===== config.mk =====
export PLATFORM = sky130hd
export DESIGN_NAME = sigmon_top
export DESIGN_NICKNAME = d
export VERILOG_FILES = /design/src/rtl/sigmon_pkg.sv /design/src/rtl/sigmon_mark_decode.sv /design/src/rtl/sigmon_sig_accum.sv /design/src/rtl/sigmon_weight_check.sv /design/src/rtl/sigmon_top.sv
export SDC_FILE = /design/constraint.sdc
export NUM_CORES = 1
export LEC_CHECK = 0
export ABC_AREA = 0
export BUFFER_PORTS_ARGS = -buffer_cell sky130_fd_sc_hd__buf_4
export CORE_UTILIZATION = 35
export CTS_CLUSTER_DIAMETER = 30
export DETAILED_ROUTE_END_ITERATION = 7
export PLACE_DENSITY_LB_ADDON = 0.25
export SLEW_MARGIN = 20
export SYNTH_ARGS = -nofsm -noshare
export SYNTH_HDL_FRONTEND = slang
export SYNTH_SLANG_ARGS = --single-unit

===== constraint.sdc =====
create_clock -name clk -period 6.2 [get_ports clk]
set_input_delay 0.31 -clock clk [delete_from_list [all_inputs] [get_ports clk]]
set_output_delay 0.31 -clock clk [all_outputs]
set_load 0.005 [all_outputs]

===== src/rtl/sigmon_pkg.sv =====
package sigmon_pkg;

    localparam int unsigned DEF_SIG_W = 16;
    localparam int unsigned DEF_ONES  = 8;

    typedef enum logic [1:0] {
        VERDICT_IDLE = 2'd0,
        VERDICT_PASS = 2'd1,
        VERDICT_FAIL = 2'd2
    } verdict_e;

    typedef struct packed {
        logic accept;
        logic checkpoint;
    } beat_ctl_t;

    function automatic verdict_e grade(input logic is_chk, input logic weight_ok);
        if (!is_chk)
            return VERDICT_IDLE;
        return weight_ok ? VERDICT_PASS : VERDICT_FAIL;
    endfunction

endpackage


===== src/rtl/sigmon_mark_decode.sv =====
module sigmon_mark_decode
    import sigmon_pkg::*;
#(
    parameter int unsigned SIG_W = DEF_SIG_W
) (
    input  logic             valid_i,
    input  logic [SIG_W-1:0] word_i,
    input  logic             tag_i,
    output beat_ctl_t        ctl_o
);
    logic word_parity;

    always_comb begin
        word_parity    = ^word_i;
        ctl_o.accept     = valid_i;
        ctl_o.checkpoint = valid_i & (tag_i ^ word_parity);
    end

endmodule


===== src/rtl/sigmon_sig_accum.sv =====
module sigmon_sig_accum
    import sigmon_pkg::*;
#(
    parameter int unsigned SIG_W = DEF_SIG_W
) (
    input  logic             clk,
    input  logic             rst,
    input  beat_ctl_t        ctl_i,
    input  logic [SIG_W-1:0] word_i,
    output logic [SIG_W-1:0] folded_o
);
    logic [SIG_W-1:0] sig_q;

    assign folded_o = sig_q ^ word_i;

    always_ff @(posedge clk) begin
        if (rst)
            sig_q <= '0;
        else if (ctl_i.checkpoint)
            sig_q <= '0;
        else if (ctl_i.accept)
            sig_q <= folded_o;
    end

    assert_cleared_after_chk_R6: assert property (@(posedge clk) disable iff (rst)
        ctl_i.checkpoint |=> (sig_q == '0));

    assert_idle_hold_R3: assert property (@(posedge clk) disable iff (rst)
        !ctl_i.accept |=> $stable(sig_q));

    assert_fold_xor_R2: assert property (@(posedge clk) disable iff (rst)
        (ctl_i.accept && !ctl_i.checkpoint) |=> (sig_q == ($past(sig_q) ^ $past(word_i))));

endmodule


===== src/rtl/sigmon_weight_check.sv =====
module sigmon_weight_check
    import sigmon_pkg::*;
#(
    parameter int unsigned SIG_W = DEF_SIG_W,
    parameter int unsigned ONES  = DEF_ONES
) (
    input  logic [SIG_W-1:0] sig_i,
    output logic             weight_ok_o
);
    localparam int unsigned CW = $clog2(SIG_W + 1);

    logic [CW-1:0] partial [SIG_W+1];

    assign partial[0] = '0;

    for (genvar g = 0; g < SIG_W; g++) begin : g_count
        assign partial[g+1] = partial[g] + CW'(sig_i[g]);
    end

    assign weight_ok_o = (partial[SIG_W] == CW'(ONES));

endmodule


===== src/rtl/sigmon_top.sv =====
module sigmon_top
    import sigmon_pkg::*;
#(
    parameter int unsigned SIG_W = DEF_SIG_W,
    parameter int unsigned ONES  = DEF_ONES
) (
    input  logic             clk,
    input  logic             rst,
    input  logic             instr_valid_i,
    input  logic [SIG_W-1:0] instr_word_i,
    input  logic             instr_tag_i,
    output logic             error_o
);
    beat_ctl_t        ctl;
    logic [SIG_W-1:0] folded;
    logic             weight_ok;
    verdict_e         verdict;
    logic             error_q;

    sigmon_mark_decode #(.SIG_W(SIG_W)) u_decode (
        .valid_i (instr_valid_i),
        .word_i  (instr_word_i),
        .tag_i   (instr_tag_i),
        .ctl_o   (ctl)
    );

    sigmon_sig_accum #(.SIG_W(SIG_W)) u_accum (
        .clk      (clk),
        .rst      (rst),
        .ctl_i    (ctl),
        .word_i   (instr_word_i),
        .folded_o (folded)
    );

    sigmon_weight_check #(.SIG_W(SIG_W), .ONES(ONES)) u_check (
        .sig_i       (folded),
        .weight_ok_o (weight_ok)
    );

    assign verdict = grade(ctl.checkpoint, weight_ok);

    always_ff @(posedge clk) begin
        if (rst)
            error_q <= 1'b0;
        else if (verdict == VERDICT_FAIL)
            error_q <= 1'b1;
    end

    assign error_o = error_q;

    assert_sticky_error_R7: assert property (@(posedge clk) disable iff (rst)
        error_q |=> error_q);

    assert_no_err_unmarked_R9: assert property (@(posedge clk) disable iff (rst)
        (!error_q && !ctl.checkpoint) |=> !error_q);

    assert_fail_raises_R5: assert property (@(posedge clk) disable iff (rst)
        (ctl.checkpoint && !weight_ok) |=> error_q);

    assert_pass_keeps_R5: assert property (@(posedge clk) disable iff (rst)
        (ctl.checkpoint && weight_ok) |=> (error_q == $past(error_q)));

endmodule


## Word level (Yosys, flattened, before mapping)

Index checks and enable logic that the tools add are counted.

| cells by class | value |
|---|---|
| eq/ne operators | 2 |
| reduce and logical (&&, ||, !) cells | 2 |
| bitwise logic cells | 3 |
| add/subtract/negate cells | 15 |
| multiplexer cells | 2 |

Operators by type and width:

| cell | count |
|---|---|
| $add A5 B1 Y5 | 14 |
| $reduce_xor A16 Y1 | 1 |
| $xor A16 B16 Y16 | 1 |
| $eq A5 B4 Y1 const B | 1 |
| $mux W2 | 2 |
| $add A1 B1 Y2 | 1 |
| $eq A2 B2 Y1 const B | 1 |
| $reduce_or A2 Y1 | 1 |
| $and A1 B1 Y1 | 1 |
| $xor A1 B1 Y1 | 1 |

| word-level totals | value |
|---|---|
| register bits | 17 |
| word-level logic and storage cells | 26 |

## Longest topological paths before layout

Gate-level depths: netlist (run 1).

| depth | value |
|---|---|
| depth in word-level cells | 20 |
| depth in mapped cells | 15 |
| depth with buffers taken out | 15 |

## Cells and area by module

Synthesis (run 1) repeated with hierarchy kept, for this count alone.

| unflattened totals | value |
|---|---|
| cell total of the unflattened synthesis | 149 |
| area, all modules | 1,512.7 um^2 |

By module, submodules not included:

| module | instances | area an instance (um^2) | seq. area each (um^2) | cells an instance |
|---|---|---|---|---|
| sigmon_sig_accum | 1 | 910.9 | 320.3 | 86 |
| sigmon_weight_check | 1 | 390.4 | 0.0 | 41 |
| sigmon_mark_decode | 1 | 172.7 | 0.0 | 18 |
| sigmon_top | 1 | 38.8 | 20.0 | 4 |

## Worst setup path after synthesis (run 1)

No wires, ideal clock.

| timing | value |
|---|---|
| path type | register -> register |
| start point | register u_accum.sig_q[5] |
| end point | register error_q (netlist: error_o) |
| path slack | 2.438 ns |
| data arrival time | 3.648 ns |
| required time | 6.085 ns |
| cell stages (with the launch flop) | 14 |
| buffers on the path | 0 |
| cell sequence | dfxtp_1 > xnor2_1 > fa_1 > fa_1 > fa_1 > inv_1 > fa_1 > inv_1 > fa_1 > inv_1 > fa_1 > inv_1 > a311oi_1 > o21a_1 |

| between the ends | value |
|---|---|
| cells in the longest elaborated chain, start to end | 16 |

RTL lines:

| item | RTL line | RTL |
|---|---|---|
| start: declaration | sigmon_sig_accum.sv:12 | `logic [SIG_W-1:0] sig_q;` |
| start signal: assignment | sigmon_sig_accum.sv:22 | `sig_q <= folded_o;` |
| $xor A16 B16 Y16 | sigmon_sig_accum.sv:14 | `assign folded_o = sig_q ^ word_i;` |
| $add A5 B1 Y5 (11 in series) | sigmon_weight_check.sv:17 | `assign partial[g+1] = partial[g] + CW'(sig_i[g]);` |
| $eq A5 B4 Y1 | sigmon_weight_check.sv:20 | `assign weight_ok_o = (partial[SIG_W] == CW'(ONES));` |
| $mux W2 (2 in series) | sigmon_pkg.sv:20 | `return weight_ok ? VERDICT_PASS : VERDICT_FAIL;` |
| $eq A2 B2 Y1 | sigmon_top.sv:45 | `else if (verdict == VERDICT_FAIL)` |
| end signal: assignment | sigmon_top.sv:44 | `error_q <= 1'b0;` |
| end signal: assignment | sigmon_top.sv:46 | `error_q <= 1'b1;` |
| end: declaration | sigmon_top.sv:18 | `logic error_q;` |

No other way between the ends.
A chain may end at the register's enable or synchronous reset.

## Worst setup path in the final report (run 1)

| timing | value |
|---|---|
| start point | register u_accum.sig_q[2] |
| end point | register error_q (netlist: error_o) |

| between the ends | value |
|---|---|
| cells in the longest elaborated chain, start to end | 19 |

RTL lines:

| item | RTL line |
|---|---|
| $xor A16 B16 Y16 | sigmon_sig_accum.sv:14 |
| $add A5 B1 Y5 (14 in series) | sigmon_weight_check.sv:17 |
| $eq A5 B4 Y1 | sigmon_weight_check.sv:20 |
| $mux W2 (2 in series) | sigmon_pkg.sv:20 |
| $eq A2 B2 Y1 | sigmon_top.sv:45 |

No other way between the ends.

==> out/metrics.csv, run 1 <==
stage,metric,value,unit
die,core,0.003442,mm2
cts,clk_latency,260,ps
route,drt_iter0_markers,26,
synth,yosysWarningCount,0,
cts,cts_resized,0,
global_route,grt_pass1_wl,3.995,mm
synth,synth_compound_gate_area_share,3.772,%
timing,clock_skew,10.36,ps
cts,cts_buffers,3,
final_layout,finalNetCount,187,
synth,yosysTopAreaCellShare,26.31,%
timing,hold_viol,0,
synth,synth_top_family_by_area,XOR/XNOR gates,
final_layout,nFillCells,351,
global_route,antenna_found_initial,0,
synth,synthAdderAreaFrac,20.31,%
cts,cts_max_level,1,
final_layout,final-seq-area,340.3,um2
timing,whs,355.5,ps
cts,clk_pin_slew_worst_paths,80,ps
synth,ys_seq_area_share,26.31,%
route,routedWlPerCell,11.27,um
placed_design,hpwl,1.733,mm
timing,slew-limit-headroom,68.13,%
cts,cts_setup_buffers,0,
worst_setup_path,cp_max_fo,2,
global_route,grt_pass1_vias,874,
die,rows,21,
synth,synthesis.nets,165,
power_and_ir_drop,intPower,0.4212,mW
final_layout,fin_util,44.42,%
worst_setup_path,start_kind,register,
synth,synth_area_leaders,"dfxtp_1, fa_1, xor2_1",
placed_design,dpl_cell_area,0.001483,mm2
power_and_ir_drop,cellLeakagePower,0.7125,nW
route,drc_errors,0,
timing,maxSlewViolCount,0,
final_layout,n_antenna_cell,0,
route,vias,869,
power_and_ir_drop,finalPower,0.7559,mW
cts,postCtsHoldBufs,0,
synth,synth_cell_types,18,
run_status,status,finished clean,
synth,avgSynthCellArea,9.952,um2
synth,synth_xor_area_share,34.82,%
final_layout,syn_to_final_growth,18.18,%
die,die_w,62.80,um
run,maxCapViolCount,0,
die,initial_utilization,37.59,%
route,ant_nets,0,
timing,period_share,63.46,%
placed_design,gp_congestion,0.7740,
power_and_ir_drop,power_switching,0.3348,mW
final_layout,final_common_cell,xor2_1,
worst_setup_path,critPathArrivalTime,4080,ps
synth,synth.largest_area_cell,dfxtp_1,
synth,yosys.area_share.simple,9.865,%
power_and_ir_drop,p_clk_share,11.4,%
final_layout,multi_input_area,889.6,um2
hold_path,hold_path_class,input port to register,
cts,cts-root-buf,clkbuf_8,
timing,setup_viol,0,
final_layout,final_area,0.001529,mm2
global_route,grt_max_degree,18,
worst_setup_path,end_kind,register,
synth,synthMuxAreaShare,0,%
final_layout,layout_common_cells,"xor2_1, xnor2_1, buf_4",
power_and_ir_drop,p_comb_share,69.1,%
route,firstDrtPassIters,4,
synth,synth-seq-cells,17,
timing,clock.fmax,0.2542,GHz
power_and_ir_drop,seqPwrFrac,19.5,%
route,routed_wirelength,2.220,mm
worst_setup_path,crit_type,register to register,
die,io_pins,21,
timing,tightest_slew,476.2,ps
power_and_ir_drop,p_sw_share,44.29,%
synth,syn-cell-area,0.001294,mm2
timing,grt_setup_unrepaired,no,
final_layout,drive_gt1_share,17.22,%
global_route,track_usage,13.32,%
synth,syn_inst,130,
worst_setup_path,cp.required,6350,ps
global_route,overflow,0,
power_and_ir_drop,peakVddDrop,0.0002629,V
cts,cts_tree,yes,
die,die_height,62.80,um
timing,setup_tns,0,ps
die,dieArea,0.003944,mm2
placed_design,io_buffers,20,
power_and_ir_drop,power.density,494.4,mW/mm2
route,vias_per_cell,4.411,
cts,cts_sinks,17,
cts,clock_path_buffers,2,
timing,fin_crit,3934,ps
-- power by group through the flow --
stage | Sequential [mW] | Clock (mW) | Combinational [mW]
final | 0.147 | 0.0861 | 0.522
after global routing | 0.150 | 0.0936 | 0.607
after CTS | 0.147 | 0.0895 | 0.529
after detailed placement | 0.149 | 0 | 0.519
after global placement | 0.148 | 0 | 0.495
after floorplan | 0.147 | 0 | 0.408
-- logic make-up after synthesis --
family          count (synthesis)
compound gates                  5
xor+xnor                       45
fa+ha+maj                      15
buf+inv                        15
flops                          17
simple gates                   33
-- per-stage QoR --
stage / setup slack (ps) / instances
6_report: 2266 / 197
5_1_grt: 2086 / 197
4_1_cts: 2259 / 197
3_5_place_dp: 2176 / 193
3_3_place_gp: 2244 / 193
2_1_floorplan: 2438 / 130
-- final cells by class --
| type | instances | area share [%] |
|---|---|---|
| clock buffers | 3 | 2.700 |
| clock inverters | 1 | 0.3273 |
| inverters | 12 | 2.946 |
| multi-input cells | 98 | 58.18 |
| flip-flops and latches | 17 | 22.26 |
| well taps | 46 | 3.764 |
| repair buffers | 20 | 9.820 |
-- synthesized netlist by cell type (all sizes together) --
master	number
xor2	21
xnor2	20
dfxtp	17
nand2	16
nor2	16
inv	12
fa	10
ha	5
xnor3	4
clkbuf	2
a211oi	1
a311oi	1
buf	1
nand3b	1
o21a	1
o21ai	1
o32ai	1
-- state kept, by name, summed over array words and instances, names as in the netlist --
name           cells
u_accum.sig_q     16
error_o            1
-- final timing paths --
path	from	end	slack (ps)	cells past startpoint
max	u_accum.sig_q[2]$_SDFFE_PP0P_	error_o$_SDFFE_PP0N_	2270	14
max reg2reg	u_accum.sig_q[2]$_SDFFE_PP0P_	error_o$_SDFFE_PP0N_	2270	14
min reg2reg	error_o$_SDFFE_PP0N_	error_o$_SDFFE_PP0N_	510	1
min	rst	error_o$_SDFFE_PP0N_	360	3
-- worst max-delay path, cell delays in order, from the launching register on --
cell and delay (ps):
dfxtp_1 340, xnor2_1 230, fa_1 450, fa_1 520, fa_1 520, inv_1 50, fa_1 470, inv_1 50
fa_1 350, inv_1 90, fa_1 200, nand3b_1 100, o32ai_1 130, a311oi_1 130, o21a_1 180
-- metal layers --
layer  global-route usage, %  up-vias  part of all wire, %
li1                        -      437                    -
met5                       0        -                    0
met3                   4.015        4                  5.0
met4                   4.360        0                  1.4
met1                   17.78      411                   45
met2                   20.38       17                   49
Note: power is estimated with default switching activity, not from simulation.
==> run 2, diff against run 1 <==
==> constraint.sdc (replaced) <==
create_clock -name clk -period 3.1 [get_ports clk]
set_input_delay 0.155 -clock clk [delete_from_list [all_inputs] [get_ports clk]]
set_output_delay 0.155 -clock clk [all_outputs]
set_load 0.005 [all_outputs]
==> run 2 against run 1 <==
The run now ends with negative setup slack left. Sequential cell count is the same. Hold slack got worse by 180 ps. Final area grew 14%. Routed wire length up 7.8%. First-iteration DRC count down 19%. Global-route usage grew 0.14 points. Count of clock-buffer cells in the layout unchanged. Clock power increased by 100%. Final cell count grew 10%. Largest cell class unchanged.
==> out/metrics.csv, run 2 (synthesis gave the netlist of run 1 again) <==
stage,metric,value,unit,change
run_status,status,"finished, violations left",,
run_status,violations,negative setup slack,,
worst_setup_path,crit_type,register to register,,
timing,tightest_slew,485.2,ps,+9.069 ps
die,initial_utilization,37.59,%,unchanged
worst_setup_path,worstPathCellList,xnor2_2 > fa_1 > fa_1 > fa_1 > inv_1 > fa_1 > inv_1 > fa_2 > inv_2 > fa_2 > nand3b_1 > o32ai_2 > a311oi_2 > o21a_1,,
die,die_w,62.80,um,unchanged
timing,period_share,122.6,%,+59 points
placed_design,dp.cells,213,,+10%
timing,fin_crit,3801,ps,-133.7 ps
cts,postCtsHoldBufs,0,,unchanged
timing,hold_viol,0,,unchanged
worst_setup_path,r2r-start,u_accum.sig_q[7]$_SDFFE_PP0P_,,
placed_design,io_buffers,20,,unchanged
cts,clk_latency,260,ps,about the same
global_route,antenna_found_initial,0,,unchanged
hold_path,min_path_cells,3,,unchanged
route,ant_nets,0,,unchanged
final_layout,n_antenna_cell,0,,unchanged
global_route,grt_max_degree,18,,unchanged
hold_path,hold_end,error_o$_SDFFE_PP0N_,,
cts,cts_buffers,3,,unchanged
placed_design,detailedPlace.worstSlack,-719.7,ps,-2895 ps
hold_path,hp-start,rst,,
route,vias,932,,+7.2%
worst_setup_path,cp_max_fo,2,,unchanged
die,die_height,62.80,um,unchanged
cts,clock_path_buffers,2,,unchanged
final_layout,syn_to_final_growth,34.43,%,
final_layout,finalNetCount,207,,+11%
cts,cts-root-buf,clkbuf_8,,
power_and_ir_drop,finalPower,1.752,mW,+130%
final_layout,nFillCells,337,,-4.0%
final_layout,top_register,u_accum.sig_q,,
global_route,grt_pass1_wl,4.071,mm,+1.9%
worst_setup_path,reg2reg_depth,14,,unchanged
worst_setup_path,r2r-end,error_o$_SDFFE_PP0N_,,
die,dieArea,0.003944,mm2,unchanged
worst_setup_path,start_kind,register,,
placed_design,hpwl,1.884,mm,+8.7%
die,rows,21,,unchanged
final_layout,stdcell_count,217,,+10%
worst_setup_path,cp.required,3260,ps,-3090 ps
timing,setup_viol,1,,+1
final_layout,layout_common_cells,"buf_4, xor2_1, nand2_1, nor2_1, xnor2_1",,
worst_setup_path,regToRegSetupSlack,-700,ps,-2970 ps
route,drt_iter0_markers,21,,-19%
route,vias_per_cell,4.295,,-2.6%
global_route,grt_pass1_vias,961,,+10%
timing,clock.fmax,0.2631,GHz,+3.5%
run,maxCapViolCount,0,,unchanged
global_route,track_usage,13.46,%,+0.14 points
route,firstDrtPassIters,4,,unchanged
die,core,0.003442,mm2,unchanged
timing,grt_setup_unrepaired,yes,,
placed_design,gp_congestion,0.8079,,+4.4%
final_layout,largest_reg_flops,16,,unchanged
cts,cts_sinks,17,,unchanged
final_layout,final_common_cell,buf_4,,
worst_setup_path,critPathArrivalTime,3960,ps,-120 ps
worst_setup_path,cpPeakStageDelay,560,ps,+40 ps
hold_path,hold_path_class,input port to register,,
route,drc_errors,0,,unchanged
power_and_ir_drop,peakVddDrop,0.0004322,V,+64%
worst_setup_path,crit_slowest_cell,fa_1,,
timing,clock_skew,1.839,ps,-8.518 ps
final_layout,drive_gt1_share,35.09,%,+18 points
die,io_pins,21,,unchanged
timing,layout_setup_ws,-700.6,ps,-2966 ps
cts,cts_max_level,1,,unchanged
worst_setup_path,crit_top_cell,fa_1,,
route,routedWlPerCell,11.03,um,-2.1%
timing,whs,174.5,ps,-181.0 ps
route,routed_wirelength,2.394,mm,+7.8%
power_and_ir_drop,cellLeakagePower,0.8373,nW,+18%
cts,clk_pin_slew_worst_paths,70,ps,about the same
timing,slew-limit-headroom,67.53,%,-0.61 points
worst_setup_path,end_kind,register,,
timing,setup_tns,-700.6,ps,-700.6 ps
timing,maxSlewViolCount,0,,unchanged
global_route,overflow,0,,unchanged
power_and_ir_drop,power.density,1008,mW/mm2,+100%
cts,cts_tree,yes,,
run 2: cell count changes in the layout (fill, tap and decap cells not counted), sizes merged:
cell  before  now
buf       20   40
run 2: stage by stage:
step / instance area (um2) / util [%]
after floorplan: 1315 / -
after global placement: 1654 / 48.06
after detailed placement: 1654 / 48.06
after CTS: 1723 / 50.05
after global routing: 1739 / 50.53
final: 1739 / 50.53
run 2: area by class of cell:
| class | instances | area (um2) | share of cell area (%) |
|---|---|---|---|
| inverters | 12 | 45.04 | 2.590 |
| flip-flops and latches | 17 | 344.1 | 19.78 |
| clock buffers | 3 | 41.29 | 2.374 |
| clock inverters | 1 | 5.005 | 0.2878 |
| repair buffers | 40 | 300.3 | 17.27 |
| multi-input cells | 98 | 945.9 | 54.39 |
| well taps | 46 | 57.56 | 3.309 |
run 2: how the worst max path moves through the flow:
stage,startpoint,to,cells after the start
floorplan,u_accum.sig_q[2]$_SDFFE_PP0P_,error_o$_SDFFE_PP0N_,13
global placement,u_accum.sig_q[2]$_SDFFE_PP0P_,error_o$_SDFFE_PP0N_,13
detailed placement,u_accum.sig_q[2]$_SDFFE_PP0P_,error_o$_SDFFE_PP0N_,13
CTS,u_accum.sig_q[9]$_SDFFE_PP0P_,error_o$_SDFFE_PP0N_,13
global route,u_accum.sig_q[7]$_SDFFE_PP0P_,error_o$_SDFFE_PP0N_,13
finish,u_accum.sig_q[7]$_SDFFE_PP0P_,error_o$_SDFFE_PP0N_,14
run 2: worst max-delay path, delay by kind of cell, from the launching register on:
family | cells | cell delay, ps
buffers and inverters | 3 | 180
flip-flops | 1 | 340
AO/OA/AOI/OAI | 3 | 460
AND/OR/NAND/NOR | 1 | 100
XOR/XNOR | 1 | 150
adder cells (fa/ha/maj) | 6 | 2490
run 2: timing repair:
action                     4_1_cts  5_1_grt
resized for setup                5        3
pin swaps                        6        2
setup buffers                    0        0
setup endpoints to repair        1        1
run 2: layer usage:
layer	up-vias	track usage [%]	routed length, um
met4	0	3.488	18
li1	478	-	-
met2	17	23.64	1175
met1	433	15.82	1095
met5	-	0	0
met3	4	4.015	105
run 2: where the power goes:
part / internal, mW / total, mW / switching [mW]
registers: 0.263 / 0.295 / 0.0326
logic: 0.624 / 1.28 / 0.661
clock network: 0.0894 / 0.172 / 0.0826
total: 0.976 / 1.75 / 0.776
==> run 3, diff against run 2 <==
--- a/config.mk
+++ b/config.mk
@@ -8,10 +8,10 @@
 export ABC_AREA = 0
 export BUFFER_PORTS_ARGS = -buffer_cell sky130_fd_sc_hd__buf_4
 export CORE_UTILIZATION = 35
-export CTS_CLUSTER_DIAMETER = 30
+export CTS_CLUSTER_DIAMETER = 60
 export DETAILED_ROUTE_END_ITERATION = 7
-export PLACE_DENSITY_LB_ADDON = 0.25
 export SLEW_MARGIN = 20
 export SYNTH_ARGS = -nofsm -noshare
 export SYNTH_HDL_FRONTEND = slang
 export SYNTH_SLANG_ARGS = --single-unit
+export TNS_END_PERCENT = 20
==> run 3 against run 2 <==
Routed wire length grew 1.4%. Count of clock-buffer cells in the layout is the same. Hold slack gained 3.5 ps. Clock power is essentially flat. The run still ends with negative setup slack left. Largest power group unchanged. Critical path type unchanged. Sequential cell count is the same.
==> out/metrics.csv, run 3 (synthesis gave the netlist of run 1 again) <==
stage,metric,value,unit,change
global_route,overflow,0,,unchanged
placed_design,hpwl,1.945,mm,+3.2%
die,initial_utilization,37.59,%,unchanged
final_layout,fin_util,50.35,%,-0.18 points
timing,tightest_slew,483.7,ps,-1.519 ps
cts,cts_buffers,3,,unchanged
hold_path,hold_path_class,input port to register,,
die,io_pins,21,,unchanged
run_status,status,"finished, violations left",,
cts,postCtsHoldBufs,0,,unchanged
timing,clock.fmax,0.2631,GHz,about the same
timing,slew-limit-headroom,67.63,%,+0.10 points
die,die_w,62.80,um,unchanged
cts,cts_sinks,17,,unchanged
power_and_ir_drop,power.density,943.5,mW/mm2,-6.4%
final_layout,layout_common_cells,"buf_4, xor2_1, nand2_1, nor2_1",,
final_layout,top_register,u_accum.sig_q,,
worst_setup_path,critPathArrivalTime,3950,ps,about the same
final_layout,drive_gt1_share,34.12,%,-0.97 points
timing,layout_setup_ws,-700.3,ps,+0.2690 ps
timing,period_share,122.6,%,about the same
worst_setup_path,r2r-end,error_o$_SDFFE_PP0N_,,
cts,cts_setup_buffers,0,,unchanged
timing,fin_crit,3800,ps,-0.2690 ps
final_layout,stdcell_count,216,,-0.46%
worst_setup_path,regToRegSetupSlack,-700,ps,about the same
cts,clk_pin_slew_worst_paths,70,ps,about the same
final_layout,finalNetCount,206,,-0.48%
worst_setup_path,critPathBufInv,4,,+1
worst_setup_path,worstSetupStartpoint,u_accum.sig_q[3]$_SDFFE_PP0P_,,
worst_setup_path,crit_top_cell,fa_1,,
global_route,grt_pass1_vias,1064,,+11%
global_route,grt_max_degree,18,,unchanged
worst_setup_path,start_kind,register,,
route,vias,957,,+2.7%
die,die_height,62.80,um,unchanged
worst_setup_path,endpoint,error_o$_SDFFE_PP0N_,,
placed_design,dp.cells,212,,-0.47%
route,ant_nets,0,,unchanged
timing,maxSlewViolCount,0,,unchanged
route,drc_errors,0,,unchanged
run_status,violations,negative setup slack,,
timing,setup_viol,1,,unchanged
global_route,antenna_found_initial,0,,unchanged
worst_setup_path,r2r-start,u_accum.sig_q[3]$_SDFFE_PP0P_,,
worst_setup_path,end_kind,register,,
route,vias_per_cell,4.431,,+3.2%
worst_setup_path,crit_cells,13,,-1
worst_setup_path,reg2reg_depth,13,,-1
worst_setup_path,worstPathCellList,xnor2_2 > fa_1 > fa_1 > fa_1 > inv_1 > fa_1 > inv_1 > fa_2 > inv_2 > fa_2 > inv_1 > a311oi_1 > o21a_1,,
global_route,track_usage,14.43,%,+0.97 points
placed_design,io_buffers,20,,unchanged
run,maxCapViolCount,0,,unchanged
route,drt_iter0_markers,35,,+67%
power_and_ir_drop,cellLeakagePower,0.8374,nW,about the same
die,dieArea,0.003944,mm2,unchanged
worst_setup_path,critPathTopFamily,adder cells,,
cts,clk_latency,250,ps,about the same
timing,grt_setup_unrepaired,yes,,
worst_setup_path,cp_max_fo,2,,unchanged
final_layout,n_antenna_cell,0,,unchanged
die,rows,21,,unchanged
worst_setup_path,crit_type,register to register,,
die,core,0.003442,mm2,unchanged
cts,cts_tree,yes,,
timing,hold_viol,0,,unchanged
worst_setup_path,crit_slowest_cell,fa_1,,
global_route,grt_pass1_wl,4.491,mm,+10%
final_layout,syn_to_final_growth,33.95,%,
cts,cts-root-buf,clkbuf_8,,
power_and_ir_drop,peakVddDrop,0.0003559,V,-18%
placed_design,detailedPlace.worstSlack,-698.3,ps,+21.39 ps
final_layout,largest_reg_flops,16,,unchanged
cts,cts_max_level,1,,unchanged
route,routedWlPerCell,11.24,um,+1.8%
worst_setup_path,cpPeakStageDelay,580,ps,+20 ps
route,firstDrtPassIters,4,,unchanged
final_layout,final_common_cell,buf_4,,
placed_design,gp_congestion,0.6933,,-14%
route,routed_wirelength,2.427,mm,+1.4%
final_layout,nFillCells,325,,-3.6%
cts,clock_path_buffers,2,,unchanged
worst_setup_path,cp.required,3250,ps,about the same
timing,clock_skew,3.056,ps,+1.216 ps
==> run 3: cell count changes in the layout (fill, tap and decap cells not counted), sizes merged <==
cell,before,now
buf,40,39
==> run 3: routing by layer <==
metal | global-route usage [%] | vias to the layer above | share of wire (%)
li1 | - | 479 | -
met1 | 19.00 | 460 | 46
met2 | 24.46 | 16 | 51
met3 | 2.555 | 2 | 2.7
met4 | 3.198 | 0 | 0.25
met5 | 0 | - | 0
==> run 3: repair_timing <==
| action | CTS | global route |
|---|---|---|
| resized for setup | 4 | 3 |
| pin swaps | 4 | 7 |
| endpoints found under the setup margin | 1 | 1 |
==> run 3: final cells by class <==
class                      instances  area [um2]  share of cell area, %
clock buffer                       3       41.29                  2.383
clock inverter                     1       5.005                 0.2888
inverter                          12       45.04                  2.599
multi-input combinational         98       947.2                  54.66
sequential                        17       344.1                  19.86
tap                               46       57.56                  3.321
timing repair buffer              39       292.8                  16.90
==> run 3: worst min path at each step <==
stage               from                    to  slack, ps  cells past startpoint
CTS                  rst  error_o$_SDFFE_PP0N_        180                      3
detailed placement   rst  error_o$_SDFFE_PP0N_        450                      3
floorplan            rst  error_o$_SDFFE_PP0N_        350                      2
global placement     rst  error_o$_SDFFE_PP0N_        440                      3
finish               rst  error_o$_SDFFE_PP0N_        180                      3
global route         rst  error_o$_SDFFE_PP0N_        200                      3
==> run 3: worst reg2reg max path, cell delays in order, from the launching register on <==
cell and delay, ps:
dfxtp_2 340, xnor2_2 140, fa_1 580, fa_1 440
fa_1 480, inv_1 50, fa_1 470, inv_1 50
fa_2 330, inv_2 70, fa_2 420, inv_1 60
a311oi_1 90, o21a_1 190
==> run 3: where the power goes <==
group / switching [mW] / total, mW / internal (mW)
logic: 0.587 / 1.17 / 0.581
clock network: 0.0818 / 0.171 / 0.0892
registers: 0.0337 / 0.296 / 0.263
total: 0.703 / 1.64 / 0.932
==> run 3: stage by stage <==
step	TNS (ps)	instance area (um2)	power, mW	hold WS, ps
after global placement	-652.4	1647	1.412	441.1
after global routing	-850.3	1733	1.859	195.1
after CTS	-705.5	1717	1.652	178.1
after floorplan	-577.9	1315	1.197	350.6
after detailed placement	-698.3	1647	1.454	445.9
final	-700.3	1733	1.635	178.0
